## src/rtl/rst_pkg.sv

```systemverilog
`timescale 1ns/1ps
// Package: default geometry shared by the rename status table and its checker.
// Assumes nothing beyond being compiled before every other file.
package rst_pkg;
    localparam int DEF_NUM_REGS     = 4;
    localparam int DEF_DATA_W       = 32;
    localparam int DEF_NUM_STATIONS = 8;

    // Answer of one source lookup.
    typedef enum logic {
        SRC_WAIT  = 1'b0,
        SRC_READY = 1'b1
    } src_state_e;
endpackage

```

## src/rtl/rst_entry.sv

```systemverilog
`timescale 1ns/1ps
// Module: rst_entry
// One architectural register plus its producer record. It captures a
// broadcast value when the broadcast tag equals its recorded tag, and takes
// a new tag when an issue targets it. An issue beats a same-cycle matching
// broadcast for the record.
// Assumes: synchronous active-low reset; at most one issue per cycle.
module rst_entry #(
    parameter int DATA_W = 32,
    parameter int TAG_W  = 3
) (
    input  logic              clk,
    input  logic              rst_n,
    input  logic              claim,
    input  logic [TAG_W-1:0]  claim_tag,
    input  logic              bc_valid,
    input  logic [TAG_W-1:0]  bc_tag,
    input  logic [DATA_W-1:0] bc_value,
    output logic              pend,
    output logic [TAG_W-1:0]  tag,
    output logic [DATA_W-1:0] value,
    output logic              bc_hit
);

    // Broadcast addresses this register's current producer.
    always_comb begin
        bc_hit = pend && bc_valid && (tag == bc_tag);
    end

    // Record and value update: the new claim wins, and a hit clears the record otherwise.
    always_ff @(posedge clk) begin
        if (!rst_n) begin
            pend  <= 1'b0;
            tag   <= '0;
            value <= '0;
        end else begin
            if (bc_hit) begin
                value <= bc_value;
            end
            if (claim) begin
                pend <= 1'b1;
                tag  <= claim_tag;
            end else if (bc_hit) begin
                pend <= 1'b0;
            end
        end
    end

endmodule

```

## src/rtl/rst_lookup.sv

```systemverilog
`timescale 1ns/1ps
// Module: rst_lookup
// A purely combinational source-operand port. It selects one register's
// record and returns its value when ready, or its producer tag when waiting.
// A broadcast that retires the register's producer in the same cycle is
// forwarded as a ready value.
// Assumes: flat vectors packed with register 0 in the low slice.
module rst_lookup
    import rst_pkg::*;
#(
    parameter int NUM_REGS = 4,
    parameter int DATA_W   = 32,
    parameter int TAG_W    = 3,
    localparam int IDX_W   = (NUM_REGS > 1) ? $clog2(NUM_REGS) : 1
) (
    input  logic [IDX_W-1:0]           src,
    input  logic [NUM_REGS-1:0]        pend_vec,
    input  logic [NUM_REGS-1:0]        hit_vec,
    input  logic [NUM_REGS*TAG_W-1:0]  tag_flat,
    input  logic [NUM_REGS*DATA_W-1:0] val_flat,
    input  logic [DATA_W-1:0]          bc_value,
    output logic                       ready,
    output logic [TAG_W-1:0]           tag,
    output logic [DATA_W-1:0]          value
);

    src_state_e state;

    // Decide ready or waiting, then drive the matching value or tag.
    always_comb begin
        if (!pend_vec[src] || hit_vec[src]) begin
            state = SRC_READY;
        end else begin
            state = SRC_WAIT;
        end
        ready = (state == SRC_READY);
        tag   = '0;
        value = '0;
        if (state == SRC_WAIT) begin
            tag = tag_flat[src*TAG_W +: TAG_W];
        end else if (pend_vec[src]) begin
            value = bc_value;
        end else begin
            value = val_flat[src*DATA_W +: DATA_W];
        end
    end

endmodule

```

## src/rtl/rename_status_table.sv

```systemverilog
`timescale 1ns/1ps
// Module: rename_status_table
// Register file with a per-register producer-tag record. Two source lookups
// are answered combinationally from the pre-edge state. The destination is
// claimed for the issuing station at the clock edge. Broadcast results land
// only in registers still owned by the broadcasting tag.
// Assumes: one issue and one broadcast per cycle at most; station tags are
// unique among in-flight instructions.
module rename_status_table
    import rst_pkg::*;
#(
    parameter int NUM_REGS     = DEF_NUM_REGS,
    parameter int DATA_W       = DEF_DATA_W,
    parameter int NUM_STATIONS = DEF_NUM_STATIONS,
    localparam int IDX_W       = (NUM_REGS > 1) ? $clog2(NUM_REGS) : 1,
    localparam int TAG_W       = (NUM_STATIONS > 1) ? $clog2(NUM_STATIONS) : 1
) (
    input  logic              clk,
    input  logic              rst_n,
    input  logic              iss_valid,
    input  logic [IDX_W-1:0]  iss_src_a,
    input  logic [IDX_W-1:0]  iss_src_b,
    input  logic [IDX_W-1:0]  iss_dst,
    input  logic [TAG_W-1:0]  iss_tag,
    input  logic              bc_valid,
    input  logic [TAG_W-1:0]  bc_tag,
    input  logic [DATA_W-1:0] bc_value,
    output logic              src_a_ready,
    output logic [TAG_W-1:0]  src_a_tag,
    output logic [DATA_W-1:0] src_a_value,
    output logic              src_b_ready,
    output logic [TAG_W-1:0]  src_b_tag,
    output logic [DATA_W-1:0] src_b_value
);

    logic [NUM_REGS-1:0]        pend_vec;
    logic [NUM_REGS-1:0]        hit_vec;
    logic [NUM_REGS-1:0]        claim_vec;
    logic [NUM_REGS*TAG_W-1:0]  tag_flat;
    logic [NUM_REGS*DATA_W-1:0] val_flat;

    // One storage entry per architectural register.
    for (genvar r = 0; r < NUM_REGS; r++) begin : g_reg
        // Decode the destination into a per-register claim strobe.
        always_comb begin
            claim_vec[r] = iss_valid && (iss_dst == IDX_W'(r));
        end

        rst_entry #(
            .DATA_W (DATA_W),
            .TAG_W  (TAG_W)
        ) u_entry (
            .clk       (clk),
            .rst_n     (rst_n),
            .claim     (claim_vec[r]),
            .claim_tag (iss_tag),
            .bc_valid  (bc_valid),
            .bc_tag    (bc_tag),
            .bc_value  (bc_value),
            .pend      (pend_vec[r]),
            .tag       (tag_flat[r*TAG_W +: TAG_W]),
            .value     (val_flat[r*DATA_W +: DATA_W]),
            .bc_hit    (hit_vec[r])
        );
    end

    rst_lookup #(
        .NUM_REGS (NUM_REGS),
        .DATA_W   (DATA_W),
        .TAG_W    (TAG_W)
    ) u_look_a (
        .src      (iss_src_a),
        .pend_vec (pend_vec),
        .hit_vec  (hit_vec),
        .tag_flat (tag_flat),
        .val_flat (val_flat),
        .bc_value (bc_value),
        .ready    (src_a_ready),
        .tag      (src_a_tag),
        .value    (src_a_value)
    );

    rst_lookup #(
        .NUM_REGS (NUM_REGS),
        .DATA_W   (DATA_W),
        .TAG_W    (TAG_W)
    ) u_look_b (
        .src      (iss_src_b),
        .pend_vec (pend_vec),
        .hit_vec  (hit_vec),
        .tag_flat (tag_flat),
        .val_flat (val_flat),
        .bc_value (bc_value),
        .ready    (src_b_ready),
        .tag      (src_b_tag),
        .value    (src_b_value)
    );

endmodule

```

## config.mk

```make
export PLATFORM = sky130hd
export DESIGN_NAME = rename_status_table
export DESIGN_NICKNAME = d
export VERILOG_FILES = /design/src/rtl/rst_pkg.sv /design/src/rtl/rst_entry.sv /design/src/rtl/rst_lookup.sv /design/src/rtl/rename_status_table.sv
export SDC_FILE = /design/constraint.sdc
export NUM_CORES = 1
export LEC_CHECK = 0
export BUFFER_PORTS_ARGS = -buffer_cell sky130_fd_sc_hd__clkbuf_2
export CORE_ASPECT_RATIO = 0.75
export CORE_MARGIN = 5
export CORE_UTILIZATION = 50
export DETAILED_ROUTE_END_ITERATION = 16
export HOLD_SLACK_MARGIN = 0.15
export PLACE_DENSITY = 0.82
export RECOVER_POWER = 50
export SETUP_SLACK_MARGIN = 0.1
export SLEW_MARGIN = 5
export SYNTH_ARGS = -nofsm -noshare
export SYNTH_HDL_FRONTEND = slang
export SYNTH_HIERARCHICAL = 1
export SYNTH_SLANG_ARGS = --single-unit
```

## constraint.sdc

```tcl
create_clock -name clk -period 4.6 [get_ports clk]
set_clock_uncertainty 0.2 [all_clocks]
set_input_delay 0.92 -clock clk [delete_from_list [all_inputs] [get_ports clk]]
set_output_delay 0.92 -clock clk [all_outputs]
set_load 0.01 [all_outputs]
```

Word level (Yosys, flattened, before mapping)
Cells that the tools add are included.
Storage, ports and cells
  bits of input ports: 48
  word-level logic and storage cells: 72
  bits in registers: 144
  output and inout port bits: 72
Operators by class
  equal/unequal tests: 7
  shifts and indexed selects: 4
  multiplexer cells: 24
  $lt $le $gt $ge: 2
  multipliers: 2
  reduce and logical (&&, ||, !) cells: 21
Operators by type and width (number)
  $shiftx A128 B8 Y32: 2
  $mux W32: 4
  $shiftx A12 B5 Y3: 2
  $mux W1: 14
  $eq A3 B3 Y1: 4
  $logic_and A1 B1 Y1: 12
  $bmux W1 S2: 4
  $mul A2 B2 Y4 const B: 2
  $reduce_bool A2 Y1: 4
  $lt A2 B3 Y1 const B: 2
  $mux W3: 2
  $eq A2 B2 Y1 const B: 2
  $eq A2 B1 Y1 const B: 1
  $logic_not A1 Y1: 2
  $logic_not A2 Y1: 1
  $logic_or A1 B1 Y1: 2

Logic depth before layout (Yosys ltp)
  word-level depth: 7
  mapped depth: 8
  gate-level depth less buffers: 5

Cells and area by module
Netlist, hierarchy kept.
Modules (own cells, without submodules)
  rst_entry: seq. area each 720.7 µm², area an instance 1488.9 µm², cells an instance 158, instances 4
  rst_lookup: seq. area each 0.0 µm², area an instance 1625.3 µm², cells an instance 155, instances 2
  rename_status_table: seq. area each 0.0 µm², area an instance 37.5 µm², cells an instance 4, instances 1

Least setup slack after synthesis
OpenSTA, ideal clock, no wires.
  path kind: input -> output
  from: in bc_tag[0]
  to: out src_a_value[12]
  cell stages on the path: 8
  arrival time: 2.410 ns
  buffers on the path: 3
  slack: 1.070 ns
  required time: 3.480 ns
  cell sequence: xor2_1 nor4_2 buf_6 buf_12 mux4_2 buf_2 nand3_1 o21ai_2
Between the ends
  word-level cells in the longest chain between the ends: 7
  elaborated cells between the ends (all ways): 13
  classes of those cells: eq/ne (4); mux (4); reduce/logical (5)
Ends and longest elaborated chain
  start: declaration: RTL line rename_status_table.sv:26  | input logic [TAG_W-1:0] bc_tag,
  $eq A3 B3 Y1: RTL line rst_entry.sv:27  | bc_hit = pend && bc_valid && (tag == bc_tag);
  $logic_and A1 B1 Y1: RTL line rst_entry.sv:27
  via hit_vec[1]: RTL line rename_status_table.sv:37  | logic [NUM_REGS-1:0] hit_vec;
  $bmux W1 S2: RTL line rst_lookup.sv:31  | if (!pend_vec[src] || hit_vec[src]) begin
  $mux W1 (not written as such): RTL line rst_lookup.sv:31
  $logic_or A1 B1 Y1: RTL line rst_lookup.sv:31
  $mux W1: RTL line rst_lookup.sv:31
  $mux W32: RTL line rst_lookup.sv:39  | if (state == SRC_WAIT) begin
  end: declaration: RTL line rename_status_table.sv:30  | output logic [DATA_W-1:0] src_a_value,
The timed path passes the listed nets, and every way through them passes these cells. The select of a mux whose other input is x is not followed.

Worst setup path in the final report
  from: in bc_tag[0]
  to: out src_a_tag[0]
Between the ends
  word-level cells in the longest chain between the ends: 7
  elaborated cells between the ends (all ways): 13
  classes of those cells: eq/ne (4); mux (4); reduce/logical (5)
Ends and longest elaborated chain
  $eq A3 B3 Y1: RTL line rst_entry.sv:27
  $logic_and A1 B1 Y1: RTL line rst_entry.sv:27
  via hit_vec[3]: RTL line rename_status_table.sv:37
  $bmux W1 S2: RTL line rst_lookup.sv:31
  $mux W1 (not written as such): RTL line rst_lookup.sv:31
  $logic_or A1 B1 Y1: RTL line rst_lookup.sv:31
  $mux W1: RTL line rst_lookup.sv:31
  $mux W3: RTL line rst_lookup.sv:39
  end: declaration: RTL line rename_status_table.sv:29  | output logic [TAG_W-1:0] src_a_tag,
The timed path passes the listed nets, and every way through them passes these cells. The select of a mux whose other input is x is not followed.

==> metrics.yaml <==
outcome: "finished, violations left"
violations: "max-capacitance violations, max-slew violations"
slew_headroom_pct: -20.8
postCtsSetupRepairBufs: 0
placed_cells: 1245
clkSinkCount: 144
yosysSeqAreaShare_pct: 31.2
yosys.area.top_type: "dfxtp_1"
path_class: "input pin to primary output"
whs_ns: 0.266
portBuffers: 119
netlist_instances: 946
synthesis.nets: 994
gp_congestion: 0.828
avgSynthCellArea_sq_um: 9.77
fin_crit_sh_pct: 88.5
slew_viol_final: 101
drt_iter0_drc: 511
syn_area_sq_um: 9240
required_ns: 3.48
ctsHtreeMaxLevel: 4
hold_path_class: "register to register"
die-area_sq_um: 21300
cts_buffers: 17
cts_resized: 0
fmax_mhz: 246
rsz0062_at_grt: "false"
p_per_area_nw_per_um2: 291
die_h_um: 128
startpoint: "bc_tag[0]"
die_w_um: 167
clockBufferDepth: 2
path_max_fanout: 22
ir_drop_mv: 0.224
initial_core_util_pct: 50.4
fin_crit_ns: 4.07
max_cap_viol_count: 1
r2r-end: "g_reg[1].u_entry/value[11]$_SDFFE_PN0P_"
drt_wl_total_mm: 22.9
yosys-top-cells-area: "dfxtp_1 (31%), mux4_2 (18%), mux2i_1 (15%)"
final_area_sq_um: 10300
rows: 43
avgViaCountPerCell: 5.60
ant_nets: 0
first_pass_iters: 4
ios: 120
area_growth_pct: 10.9
grtUsageTotal_pct: 21.6
clock_latency_ns: 0.42
r2r_start: "g_reg[1].u_entry/tag[0]$_SDFFE_PN0P_"
dpl-instance-area_sq_um: 9660
crit_arrival_ns: 2.95
cts_tree: "yes"
worst_setup_path_start_kind: "input pin"
wire_per_inst_um: 18.0
seq_area_sq_um: 2880
synth_top_area_share_pct: 31.2
final_common_cell: "nand2_1"
setup_violations: 0
r2r_slack_ns: 2.53
drive_gt1_share_pct: 32.0
core_area_sq_um: 18300
synth.distinct_cells: 23
grt_max_degree: 121
path_clk_slew_ns: 0.05
grt-ovfl-total: 0
final_util_pct: 55.9
yosysWarnings: 6
grt_pass1_wl_mm: 37.4
fill_cells: 1560
multiInputGateArea_sq_um: 5460
grt_pass1_vias: 7095
stdcell_count: 1276
vias: 7143
ctsRootBufferMaster: "clkbuf_16"
endpoint: "src_a_tag[0]"
dp_hpwl_mm: 15.0
antenna_found_initial: 1
fin_nets: 1065
postCtsHoldBufs: 0
drc: 0
final_cell_mix: "nand2_1 (268), dfxtp_1 (144), mux2i_1 (140)"
antenna_cells: 0
ys_ff_latch: 144
reg2reg_depth: 4
end_kind: "primary output"
hold_viol: 0
p_leak_nw: 3.63
setup_tns_ns: 0
worstMarginPinSlew_ns: 1.81
per-stage QoR:
stage	worst slack, ns	total power, mW
after floorplan	1.07	1.51
after global placement	0.588	1.58
after detailed placement	0.520	1.59
after CTS	0.514	3.00
after global routing	0.396	3.08
final	0.529	2.98
metal layers:
layer,vias to the layer above,track usage [%],share of wire (%)
met4,2,5.82,1.0
li1,3387,-,-
met1,3508,28.8,44
met5,-,0,0.048
met2,228,36.0,48
met3,18,4.78,6.4
synth_stat cells:
cell and n:
nand2_1 268, nand3_1 26, nor3b_2 1, buf_12 12
o21ai_0 8, and3_2 1, buf_2 20, mux4_2 74
o21ai_2 44, o21ai_1 16, nand2b_4 2, nor4_2 4
inv_1 64, buf_4 6, mux2i_1 140, and3b_1 2
dfxtp_1 144, nor2b_1 18, buf_6 18, clkbuf_1 24
clkbuf_2 4, xor2_1 12, nand3_2 38
cells by family after synthesis:
| kind of cell | synth area share (%) |
|---|---|
| and+or+nand+nor | 18.9 |
| AOI/OAI and AO/OA | 5.47 |
| xor gates and xnor gates | 1.14 |
| buffers and inverters | 10.2 |
| DFF | 31.2 |
| muxes | 33.2 |
worst min-delay path by stage:
stage                                             from                                      end  slack (ns)  depth (start not counted)
6_report        g_reg[3].u_entry/value[7]$_SDFFE_PN0P_   g_reg[3].u_entry/value[7]$_SDFFE_PN0P_        0.27                          2
5_1_grt        g_reg[1].u_entry/value[28]$_SDFFE_PN0P_  g_reg[1].u_entry/value[28]$_SDFFE_PN0P_        0.29                          2
2_1_floorplan   g_reg[2].u_entry/value[0]$_SDFFE_PN0P_   g_reg[2].u_entry/value[0]$_SDFFE_PN0P_        0.24                          2
4_1_cts         g_reg[0].u_entry/value[8]$_SDFFE_PN0P_   g_reg[0].u_entry/value[8]$_SDFFE_PN0P_        0.27                          2
3_3_place_gp   g_reg[2].u_entry/value[10]$_SDFFE_PN0P_  g_reg[2].u_entry/value[10]$_SDFFE_PN0P_        0.25                          2
3_5_place_dp   g_reg[3].u_entry/value[27]$_SDFFE_PN0P_  g_reg[3].u_entry/value[27]$_SDFFE_PN0P_        0.26                          2
report_power, final:
| part | switching, mW | internal, mW | total, mW |
|---|---|---|---|
| Combinational | 0.195 | 0.0953 | 0.290 |
| Clock | 0.514 | 0.911 | 1.42 |
| Sequential | 0.0106 | 1.26 | 1.27 |
| Total | 0.720 | 2.27 | 2.98 |
critical path, stage by stage:
cell and delay (ns):
clkbuf_2 0.15, xor2_1 0.27, nor4_4 0.10, buf_4 0.18, mux4_2 0.63, buf_12 0.24
nand2b_4 0.17, nor2b_1 0.14, clkbuf_2 0.14
area by class of cell:
class,count,area share (%)
Multi-Input combinational cell,654,53.3
Sequential cell,144,28.1
Timing Repair Buffer,136,7.27
Clock buffer,27,5.30
Tap cell,247,3.01
Inverter,64,2.34
Clock inverter,4,0.683
flip-flops by register name (all words and copies together), names as in the netlist:
| signal | count |
|---|---|
| g.u_entry/pend | 4 |
| g.u_entry/tag | 12 |
| g.u_entry/value | 128 |
No activity file was read; power rests on OpenSTA's default activity.
